### src/rtl/ipi_pkg.sv
`timescale 1ns/1ps
package ipi_pkg;
  localparam int ID_W        = 8;
  localparam int OFF_SEND    = 0;
  localparam int OFF_STAGE   = 1;
  localparam int OFF_RX      = 2;
  localparam int OFF_STATUS  = 3;
  localparam int OFF_ACK     = 4;
  localparam int ST_PEND_BIT = 0;
  localparam int ST_BUSY_BIT = 1;
  localparam int ST_SRC_LSB  = 8;
endpackage

### src/rtl/ipi_port_decode.sv
`timescale 1ns/1ps
module ipi_port_decode
  import ipi_pkg::*;
#(
  parameter int N_PORTS = 4,
  parameter int ADDR_W  = 3
) (
  input  logic              wr_en_i,
  input  logic [ADDR_W-1:0] addr_i,
  input  logic [ID_W-1:0]   tgt_i,
  output logic              send_o,
  output logic              stage_we_o,
  output logic              ack_o
);
  logic tgt_ok;

  assign tgt_ok     = int'(tgt_i) < N_PORTS;
  assign send_o     = wr_en_i && (addr_i == ADDR_W'(OFF_SEND)) && tgt_ok;
  assign stage_we_o = wr_en_i && (addr_i == ADDR_W'(OFF_STAGE));
  assign ack_o      = wr_en_i && (addr_i == ADDR_W'(OFF_ACK));
endmodule

### src/rtl/ipi_arbiter.sv
`timescale 1ns/1ps
module ipi_arbiter
  import ipi_pkg::*;
#(
  parameter int N_PORTS = 4,
  parameter int PW      = 2
) (
  input  logic [N_PORTS-1:0]      req_i,
  input  logic [N_PORTS*ID_W-1:0] tgt_i,
  input  logic [N_PORTS-1:0]      pending_i,
  output logic [N_PORTS-1:0]      deliver_o,
  output logic [N_PORTS*PW-1:0]   src_o,
  output logic [N_PORTS-1:0]      accept_o,
  output logic [N_PORTS-1:0]      reject_o,
  output logic [N_PORTS*PW-1:0]   tidx_o
);
  logic [N_PORTS-1:0] found;

  // per target: lowest requesting port wins, delivered only into an empty box
  always_comb begin
    found     = '0;
    deliver_o = '0;
    src_o     = '0;
    for (int t = 0; t < N_PORTS; t++) begin
      for (int p = 0; p < N_PORTS; p++) begin
        if (req_i[p] && tgt_i[p*ID_W +: ID_W] == ID_W'(t) && !found[t]) begin
          found[t]          = 1'b1;
          src_o[t*PW +: PW] = PW'(p);
        end
      end
      deliver_o[t] = found[t] && !pending_i[t];
    end
  end

  always_comb begin
    accept_o = '0;
    reject_o = '0;
    tidx_o   = '0;
    for (int p = 0; p < N_PORTS; p++) begin
      for (int t = 0; t < N_PORTS; t++) begin
        if (req_i[p] && tgt_i[p*ID_W +: ID_W] == ID_W'(t)) begin
          tidx_o[p*PW +: PW] = PW'(t);
          if (deliver_o[t] && src_o[t*PW +: PW] == PW'(p)) accept_o[p] = 1'b1;
        end
      end
      reject_o[p] = req_i[p] && !accept_o[p];
    end
  end
endmodule

### src/rtl/ipi_mbox_bank.sv
`timescale 1ns/1ps
module ipi_mbox_bank
  import ipi_pkg::*;
#(
  parameter int N_PORTS = 4,
  parameter int DATA_W  = 32,
  parameter int ADDR_W  = 3,
  parameter int PW      = 2
) (
  input  logic                      clk_i,
  input  logic                      rst_ni,
  input  logic [N_PORTS-1:0]        stage_we_i,
  input  logic [N_PORTS*DATA_W-1:0] wdata_i,
  input  logic [N_PORTS-1:0]        ack_i,
  input  logic [N_PORTS-1:0]        deliver_i,
  input  logic [N_PORTS*PW-1:0]     src_i,
  input  logic [N_PORTS-1:0]        accept_i,
  input  logic [N_PORTS-1:0]        reject_i,
  input  logic [N_PORTS*PW-1:0]     tidx_i,
  input  logic [N_PORTS*ADDR_W-1:0] addr_i,
  output logic [N_PORTS-1:0]        pending_o,
  output logic [N_PORTS*DATA_W-1:0] rx_data_o,
  output logic [N_PORTS*DATA_W-1:0] rdata_o
);
  logic [N_PORTS*DATA_W-1:0] stage_flat;

  for (genvar g = 0; g < N_PORTS; g++) begin : g_port
    logic [DATA_W-1:0] stage_q;
    logic [DATA_W-1:0] rx_q;
    logic [PW-1:0]     src_q;
    logic [PW-1:0]     btgt_q;
    logic              pend_q;
    logic              busy_q;
    logic [DATA_W-1:0] status;
    logic [PW-1:0]     my_src;

    assign my_src = src_i[g*PW +: PW];

    always_ff @(posedge clk_i or negedge rst_ni) begin
      if (!rst_ni)            stage_q <= '0;
      else if (stage_we_i[g]) stage_q <= wdata_i[g*DATA_W +: DATA_W];
    end

    // receive side; deliver only happens when not pending
    always_ff @(posedge clk_i or negedge rst_ni) begin
      if (!rst_ni) begin
        rx_q   <= '0;
        src_q  <= '0;
        pend_q <= 1'b0;
      end else if (deliver_i[g]) begin
        rx_q   <= stage_flat[int'(my_src)*DATA_W +: DATA_W];
        src_q  <= my_src;
        pend_q <= 1'b1;
      end else if (ack_i[g]) begin
        pend_q <= 1'b0;
      end
    end

    // send side busy flag; refusal has priority over clearing
    always_ff @(posedge clk_i or negedge rst_ni) begin
      if (!rst_ni) begin
        busy_q <= 1'b0;
        btgt_q <= '0;
      end else if (reject_i[g]) begin
        busy_q <= 1'b1;
        btgt_q <= tidx_i[g*PW +: PW];
      end else if (accept_i[g]) begin
        busy_q <= 1'b0;
      end else if (busy_q && ack_i[btgt_q]) begin
        busy_q <= 1'b0;
      end
    end

    always_comb begin
      status                       = '0;
      status[ST_PEND_BIT]          = pend_q;
      status[ST_BUSY_BIT]          = busy_q;
      status[ST_SRC_LSB +: PW]     = src_q;
    end

    always_comb begin
      unique case (addr_i[g*ADDR_W +: ADDR_W])
        ADDR_W'(OFF_RX):     rdata_o[g*DATA_W +: DATA_W] = rx_q;
        ADDR_W'(OFF_STATUS): rdata_o[g*DATA_W +: DATA_W] = status;
        default:             rdata_o[g*DATA_W +: DATA_W] = '0;
      endcase
    end

    assign stage_flat[g*DATA_W +: DATA_W] = stage_q;
    assign rx_data_o[g*DATA_W +: DATA_W]  = rx_q;
    assign pending_o[g]                   = pend_q;
  end
endmodule

### src/rtl/ipi_mailbox.sv
`timescale 1ns/1ps
module ipi_mailbox
  import ipi_pkg::*;
#(
  parameter int N_PORTS = 4,
  parameter int DATA_W  = 32,
  parameter int ADDR_W  = 3
) (
  input  logic                      clk_i,
  input  logic                      rst_ni,
  input  logic [N_PORTS-1:0]        wr_en_i,
  input  logic [N_PORTS*ADDR_W-1:0] addr_i,
  input  logic [N_PORTS*DATA_W-1:0] wdata_i,
  output logic [N_PORTS*DATA_W-1:0] rdata_o,
  output logic [N_PORTS-1:0]        irq_o
);
  localparam int PW = (N_PORTS > 1) ? $clog2(N_PORTS) : 1;

  logic [N_PORTS-1:0]        send;
  logic [N_PORTS-1:0]        stage_we;
  logic [N_PORTS-1:0]        ack;
  logic [N_PORTS*ID_W-1:0]   tgt;
  logic [N_PORTS-1:0]        deliver;
  logic [N_PORTS*PW-1:0]     src_sel;
  logic [N_PORTS-1:0]        accept;
  logic [N_PORTS-1:0]        reject;
  logic [N_PORTS*PW-1:0]     tidx;
  logic [N_PORTS-1:0]        pending;
  logic [N_PORTS*DATA_W-1:0] rx_data_q;

  for (genvar g = 0; g < N_PORTS; g++) begin : g_dec
    assign tgt[g*ID_W +: ID_W] = wdata_i[g*DATA_W +: ID_W];
    ipi_port_decode #(.N_PORTS(N_PORTS), .ADDR_W(ADDR_W)) u_dec (
      .wr_en_i    (wr_en_i[g]),
      .addr_i     (addr_i[g*ADDR_W +: ADDR_W]),
      .tgt_i      (tgt[g*ID_W +: ID_W]),
      .send_o     (send[g]),
      .stage_we_o (stage_we[g]),
      .ack_o      (ack[g])
    );
  end

  ipi_arbiter #(.N_PORTS(N_PORTS), .PW(PW)) u_arb (
    .req_i     (send),
    .tgt_i     (tgt),
    .pending_i (pending),
    .deliver_o (deliver),
    .src_o     (src_sel),
    .accept_o  (accept),
    .reject_o  (reject),
    .tidx_o    (tidx)
  );

  ipi_mbox_bank #(.N_PORTS(N_PORTS), .DATA_W(DATA_W), .ADDR_W(ADDR_W), .PW(PW)) u_bank (
    .clk_i      (clk_i),
    .rst_ni     (rst_ni),
    .stage_we_i (stage_we),
    .wdata_i    (wdata_i),
    .ack_i      (ack),
    .deliver_i  (deliver),
    .src_i      (src_sel),
    .accept_i   (accept),
    .reject_i   (reject),
    .tidx_i     (tidx),
    .addr_i     (addr_i),
    .pending_o  (pending),
    .rx_data_o  (rx_data_q),
    .rdata_o    (rdata_o)
  );

  assign irq_o = pending;
endmodule

### config.mk
export PLATFORM = sky130hd
export DESIGN_NAME = ipi_mailbox
export DESIGN_NICKNAME = d
export VERILOG_FILES = /design/src/rtl/ipi_pkg.sv /design/src/rtl/ipi_port_decode.sv /design/src/rtl/ipi_arbiter.sv /design/src/rtl/ipi_mbox_bank.sv /design/src/rtl/ipi_mailbox.sv
export SDC_FILE = /design/constraint.sdc
export NUM_CORES = 1
export LEC_CHECK = 0
export ABC_AREA = 1
export BUFFER_PORTS_ARGS = -buffer_cell sky130_fd_sc_hd__buf_4
export CAP_MARGIN = 15
export CORE_ASPECT_RATIO = 1.1
export CORE_UTILIZATION = 38
export DETAILED_ROUTE_END_ITERATION = 12
export PLACE_DENSITY_LB_ADDON = 0.12
export REMOVE_ABC_BUFFERS = 1
export SLEW_MARGIN = 30
export SYNTH_ARGS = -nofsm -noshare
export SYNTH_HDL_FRONTEND = slang
export SYNTH_HIERARCHICAL = 1
export SYNTH_SLANG_ARGS = --single-unit
### constraint.sdc
create_clock -name clk_i -period 1.4 [get_ports clk_i]
set_input_delay 0.07 -clock clk_i [delete_from_list [all_inputs] [get_ports clk_i]]
set_output_delay 0.07 -clock clk_i [all_outputs]
set_load 0.02 [all_outputs]
==> results of run 1 <==
[per-stage QoR]
step / setup TNS [ns] / utilization (%) / setup WS (ns) / hold WS [ns] / total power (W)
final: -28.02 / 64.3 / -0.311 / -0.0333 / 0.0227
after global routing: -42.85 / 64.3 / -0.423 / 0.0111 / 0.0236
after global placement: -149.02 / 48.9 / -1.11 / -0.0420 / 0.0127
after CTS: -27.43 / 61.2 / -0.280 / 0.0479 / 0.0223
after detailed placement: -156.88 / 48.9 / -1.18 / -0.0413 / 0.0128
after floorplan: -901.86 / - / -7.30 / -0.226 / 0.0111
[power by group through the flow]
| stage | registers [W] | logic, W | clock network, W |
|---|---|---|---|
| final | 0.00938 | 0.00449 | 0.00887 |
| after floorplan | 0.00937 | 0.00175 | 0 |
| after CTS | 0.00936 | 0.00399 | 0.00896 |
| after detailed placement | 0.00950 | 0.00327 | 0 |
| after global routing | 0.00946 | 0.00489 | 0.00929 |
| after global placement | 0.00948 | 0.00322 | 0 |
[final cells by class]
class / instances / area [µm²] / share of cell area, %
Timing Repair Buffer: 777 / 8160 / 29.2
Inverter: 357 / 1460 / 5.22
Clock inverter: 10 / 123 / 0.438
Sequential cell: 280 / 7010 / 25.1
Tap cell: 574 / 718 / 2.57
Clock buffer: 49 / 957 / 3.42
Multi-Input combinational cell: 1640 / 9540 / 34.1
[cell usage after synthesis, drive strengths merged]
cell / count / share of area [%]
buf: 108 / 4.0
dfrtp: 280 / 42
a22o: 1 / 0.052
nand2: 888 / 20
o31ai: 1 / 0.045
nand4: 9 / 0.33
clkbuf: 30 / 0.67
inv: 354 / 7.9
clkinv: 3 / 0.067
o211ai: 138 / 6.2
o22ai: 17 / 0.63
o21ai: 143 / 4.3
a21oi: 6 / 0.18
nand3b: 7 / 0.31
nor2: 182 / 5.2
mux2: 8 / 0.54
nand3: 233 / 7.6
nor3: 6 / 0.24
nor4: 1 / 0.037
[sequential cells by signal, indices dropped and copies added (netlist names)]
register,cells
u_bank/g_port.rx_q,128
u_bank/g_port.pend_q,4
u_bank/g_port.btgt_q,8
u_bank/g_port.stage_q,128
u_bank/g_port.busy_q,4
u_bank/g_port.src_q,8
[worst max-delay path: stages]
cell	delay (ns)
buf_8	0.10
nor2_4	0.17
nand3_2	0.11
nor2_4	0.11
buf_6	0.12
nand2_4	0.05
nor2_4	0.10
nand2_4	0.07
buf_12	0.13
nor2_8	0.09
nor2_4	0.05
buf_6	0.12
a21oi_4	0.28
inv_4	0.10
nor2_8	0.18
clkbuf_16	0.18
o211ai_1	0.08
nand3_1	0.08
[cell families (layout without fill, tap and decap cells)]
logic type | after synthesis | after routing | synth area share, %
flops | 280 | 280 | 41.7
simple gates | 1326 | 1326 | 33.8
compound gates | 306 | 306 | 11.3
buf+inv | 495 | 1193 | 12.7
mux | 8 | 8 | 0.536
[worst paths after layout]
check	from	endpoint	slack, ns	cells after the start
worst max-delay path	wdata_i[70]	u_bank/g_port[0].rx_q[11]	-0.31	18
worst min-delay path	rst_ni	u_bank/g_port[0].rx_q[21]	-0.03	2
worst max register to register	u_bank/g_port[1].pend_q	u_bank/g_port[2].busy_q	-0.11	8
worst min register to register	u_bank/g_port[3].rx_q[21]	u_bank/g_port[3].rx_q[21]	0.47	2
max in group asynchronous	rst_ni	u_bank/g_port[0].src_q[0]	0.36	3
min in group clk_i	addr_i[5]	u_bank/g_port[1].pend_q	0.05	5
[routing by layer]
layer,GRT usage [%],share of wire (%),up-vias
li1,-,-,8968
met3,5.69,8.0,312
met4,19.6,6.6,0
met1,42.7,38,9582
met2,55.7,47,1040
met5,0,0,-
[timing repair]
item | in CTS | in global routing
buffers inserted | 77 | 48
setup endpoints to repair | 177 | 198
endpoints found under the hold margin | 412 | 0
gates resized for setup | 390 | 330
hold buffers | 137 | 0
cloned | 27 | 7
pin swaps | 151 | 203
==> impl_metrics.json, run 1 <==
{
  "crit_type": "input port to flop",
  "synth-warning-count": 6,
  "syn_avg_cell_area_um2": 6.96,
  "hold_ws_ns": -0.0333,
  "skew_ns": 0.0239,
  "failed_checks": "negative hold slack, negative setup slack",
  "comb_power_share_pct": 19.8,
  "p_int_w": 0.0158,
  "grt_pass1_wl_um": 116000,
  "synth_seq_area_share_pct": 41.7,
  "hp-class": "input port to asynchronous set/reset pin",
  "clock_sinks": 280,
  "final_common_cell": "nand2_1",
  "grt_pass1_vias": 19600,
  "drv_slew": 0,
  "relSlewSlack_pct": 70.0,
  "grt_max_degree": 65,
  "wl_per_cell_um": 21.8,
  "fp.dieW_um": 203,
  "num_antenna_cells": 0,
  "via_count": 19900,
  "drt_iter0_markers": 1590,
  "critPathLaunchType": "input port",
  "clock_latency_ns": 0.55,
  "dieArea_mm2": 0.0451,
  "power_frac_seq_pct": 41.3,
  "htree_levels": 2,
  "finalSetupViolCount": 155,
  "cap_violations": 0,
  "area_growth_pct": 66.4,
  "grt_setup_unrepaired": "true",
  "dpl.hpwl_um": 49100,
  "ys_types": 31,
  "grt_usage_pct": 34.2,
  "fin_crit_ns": 1.71,
  "antenna_found_initial": 0,
  "dp.cells": 3366,
  "worst_pin_slew_ns": 0.449,
  "clockPowerShare_pct": 39.0,
  "worstPathRequired_ns": 1.87,
  "drive_above_1_share_pct": 36.6,
  "crit_fanout": 4,
  "io_buffers": 277,
  "max-clock-path-buffers": 3,
  "synthCells": 2415,
  "drc": 0,
  "io_pins": 278,
  "switching_share_pct": 30.7,
  "final_cell_mix": "nand2_1 (727), buf_4 (420), inv_1 (301)",
  "place_area_mm2": 0.0213,
  "cts_made_buffers": 34,
  "root_buffer": "clkbuf_16",
  "cts_tree": "done",
  "start_util_pct": 38.6,
  "power_density_mw_per_mm2": 813,
  "setup_ws_ns": -0.311,
  "instances_no_fill": 3687,
  "finalCritPeriodShare_pct": 122,
  "syn_area_mm2": 0.0168,
  "stdcell_area_mm2": 0.0280,
  "globalplace.congestion": 0.958,
  "power.leakage_nw": 13.2,
  "fillers": 3701,
  "final_nets": 3236,
  "fp.dieH_um": 223,
  "vias_per_cell": 5.40,
  "clk_pin_slew_ns": 0.06,
  "grt_overflow_total": 0,
  "core_area_mm2": 0.0435,
  "power.switching_w": 0.00698,
  "max_freq_mhz": 584,
  "placementRows": 80,
  "dr.pass1.iters": 6,
  "synth_seq_cells": 280,
  "outcome": "finished with violations",
  "hold_viol_final": 9,
  "critPathCaptureType": "flop",
  "cp.arrival_ns": 2.18,
  "wl_um": 80500,
  "ant_nets": 0,
  "ir_drop_v": 0.000860
}
No activity file was read; power rests on OpenSTA's default activity.
==> inputs of run 2 (changes only) <==
Settings changed: HOLD_SLACK_MARGIN set to 0.1.
==> run 2 against run 1 <==
  * First-iteration DRC count grew 12%
  * Clock power about the same
  * Wire length is 0.72% higher
  * Critical path depth is 4 higher
  * Cell count increased by 0.38%
  * Register-to-register slack lost 0.02 ns
  * Combinational power rose by 2%
  * Hold slack better by 0.14 ns
  * Via count rose by 0.48%
  * The flow finishes with violations (negative setup slack)
==> impl_metrics.json, run 2 (synthesis results as in run 1) <==
{
  "grt_pass1_vias": 19700,
  "placementRows": 80,
  "final_nets": 3250,
  "final_common_cell": "nand2_1",
  "top_regs": "u_bank/g_port.rx_q (128), u_bank/g_port.stage_q (128)",
  "antenna_found_initial": 0,
  "dieArea_mm2": 0.0451,
  "io_pins": 278,
  "io_buffers": 277,
  "globalplace.congestion": 0.958,
  "cp_slowest_cell": "buf_16",
  "place_area_mm2": 0.0213,
  "via_count": 20000,
  "final_cell_mix": "nand2_1 (710), buf_4 (423), inv_1 (303)",
  "outcome": "finished with violations",
  "max_stage_delay_ns": 0.18,
  "dr.pass1.iters": 6,
  "hp-class": "input port to flop",
  "crit_fanout": 8,
  "dpl.hpwl_um": 49100,
  "hold_viol_final": 0,
  "grt_overflow_total": 0,
  "cts_tree": "done",
  "drc": 0,
  "clock_latency_ns": 0.55,
  "fillers": 3662,
  "multiInputGateArea_mm2": 0.00968,
  "finalSetupViolCount": 166,
  "root_buffer": "clkbuf_16",
  "grt_setup_unrepaired": "true",
  "num_antenna_cells": 0,
  "ant_nets": 0,
  "worst_pin_slew_ns": 1.02,
  "relSlewSlack_pct": 32.0,
  "critPathLaunchType": "input port",
  "htree_levels": 2,
  "core_area_mm2": 0.0435,
  "power.leakage_nw": 13.2,
  "critPathCaptureType": "flop",
  "drv_slew": 0,
  "power_density_mw_per_mm2": 807,
  "stdcell_area_mm2": 0.0283,
  "ir_drop_v": 0.000872,
  "start_util_pct": 38.6,
  "cp_cell_sequence": "buf_8, nor2_4, nand3_2, nor2_4, buf_6, nand2_4, nor2_4, nand2_4, buf_12, nor2_8, nor2_4, nand2_2, buf_6, o21ai_4, inv_4, buf_12, buf_16, nand2_4, nand3_2, nand2_1, nand2_1, nand2_1",
  "clk_pin_slew_ns": 0.06,
  "register_area_mm2": 0.00701,
  "area_growth_pct": 68.1,
  "setup_ws_ns": -0.314,
  "drt_iter0_markers": 1787,
  "wl_um": 81100,
  "cp.arrival_ns": 2.14,
  "max_freq_mhz": 584,
  "pre_cts_slack_ns": -1.18,
  "clock_sinks": 280,
  "cts_made_buffers": 34,
  "worstPathRequired_ns": 1.82,
  "fin_crit_ns": 1.71,
  "vias_per_cell": 5.40,
  "grt_pass1_wl_um": 116000,
  "power_w": 0.0228,
  "wl_per_cell_um": 21.9,
  "crit_type": "input port to flop",
  "cp_common_cell": "nor2_4",
  "drive_above_1_share_pct": 37.3,
  "failed_checks": "negative setup slack",
  "max-clock-path-buffers": 3,
  "fp.dieW_um": 203,
  "cap_violations": 0,
  "fp.dieH_um": 223,
  "skew_ns": 0.0289,
  "grt_usage_pct": 34.3,
  "finalCritPeriodShare_pct": 122,
  "grt_max_degree": 65
}
## run 2: per-layer routing
metal / up-vias / track usage (%) / part of all wire (%)
met5: - / 0 / 0
met1: 9580 / 42.8 / 38
met4: 0 / 20.4 / 6.5
li1: 8982 / - / -
met2: 1125 / 55.5 / 47
met3: 311 / 5.60 / 8.2
## run 2: area by class of cell
class,instances,area share (%)
clock buffer,49,3.39
inverter,357,5.16
timing repair buffer,791,29.4
clock inverter,10,0.434
sequential,280,24.8
tap,574,2.54
multi-input combinational,1640,34.2
## run 2: critical path: cells and delay by family
kind	cells	cell delay [ns]
buf+inv	7	0.88
compound gates	1	0.08
simple gates	14	1.07
## run 2: power breakdown
part / internal (W) / total [W] / switching, W
Clock: 0.00514 / 0.00885 / 0.00371
Combinational: 0.00177 / 0.00459 / 0.00282
Sequential: 0.00889 / 0.00938 / 0.000495
## run 2: stage by stage
stage	util (%)	setup TNS [ns]	std cells	hold WS, ns
2_1_floorplan	-	-901.86	2277	-0.226
3_3_place_gp	48.9	-149.02	3366	-0.0420
3_5_place_dp	48.9	-156.88	3366	-0.0413
4_1_cts	61.4	-30.08	3669	0.101
5_1_grt	64.9	-43.46	3701	0.109
6_report	64.9	-31.73	3701	0.106
## run 2: final timing paths
check,start,endpoint,slack [ns],cells past startpoint
max in group asynchronous,rst_ni,u_bank/g_port[0].src_q[0],-0.24,3
min in group asynchronous,rst_ni,u_bank/g_port[0].stage_q[3],0.21,3
max,wdata_i[70],u_bank/g_port[0].rx_q[7],-0.31,22
min reg2reg,u_bank/g_port[3].rx_q[21],u_bank/g_port[3].rx_q[21],0.47,2
min,wr_en_i[0],u_bank/g_port[0].stage_q[10],0.11,6
max reg2reg,u_bank/g_port[2].pend_q,u_bank/g_port[2].busy_q,-0.13,7
## run 2: repair_timing
item | 4_1_cts | 5_1_grt
buffers inserted | 77 | 51
endpoints found under the setup margin | 177 | 207
pin swaps | 151 | 216
cloned | 27 | 9
resized for setup | 390 | 367
hold buffers | 147 | 1
hold endpoints to repair | 412 | 14
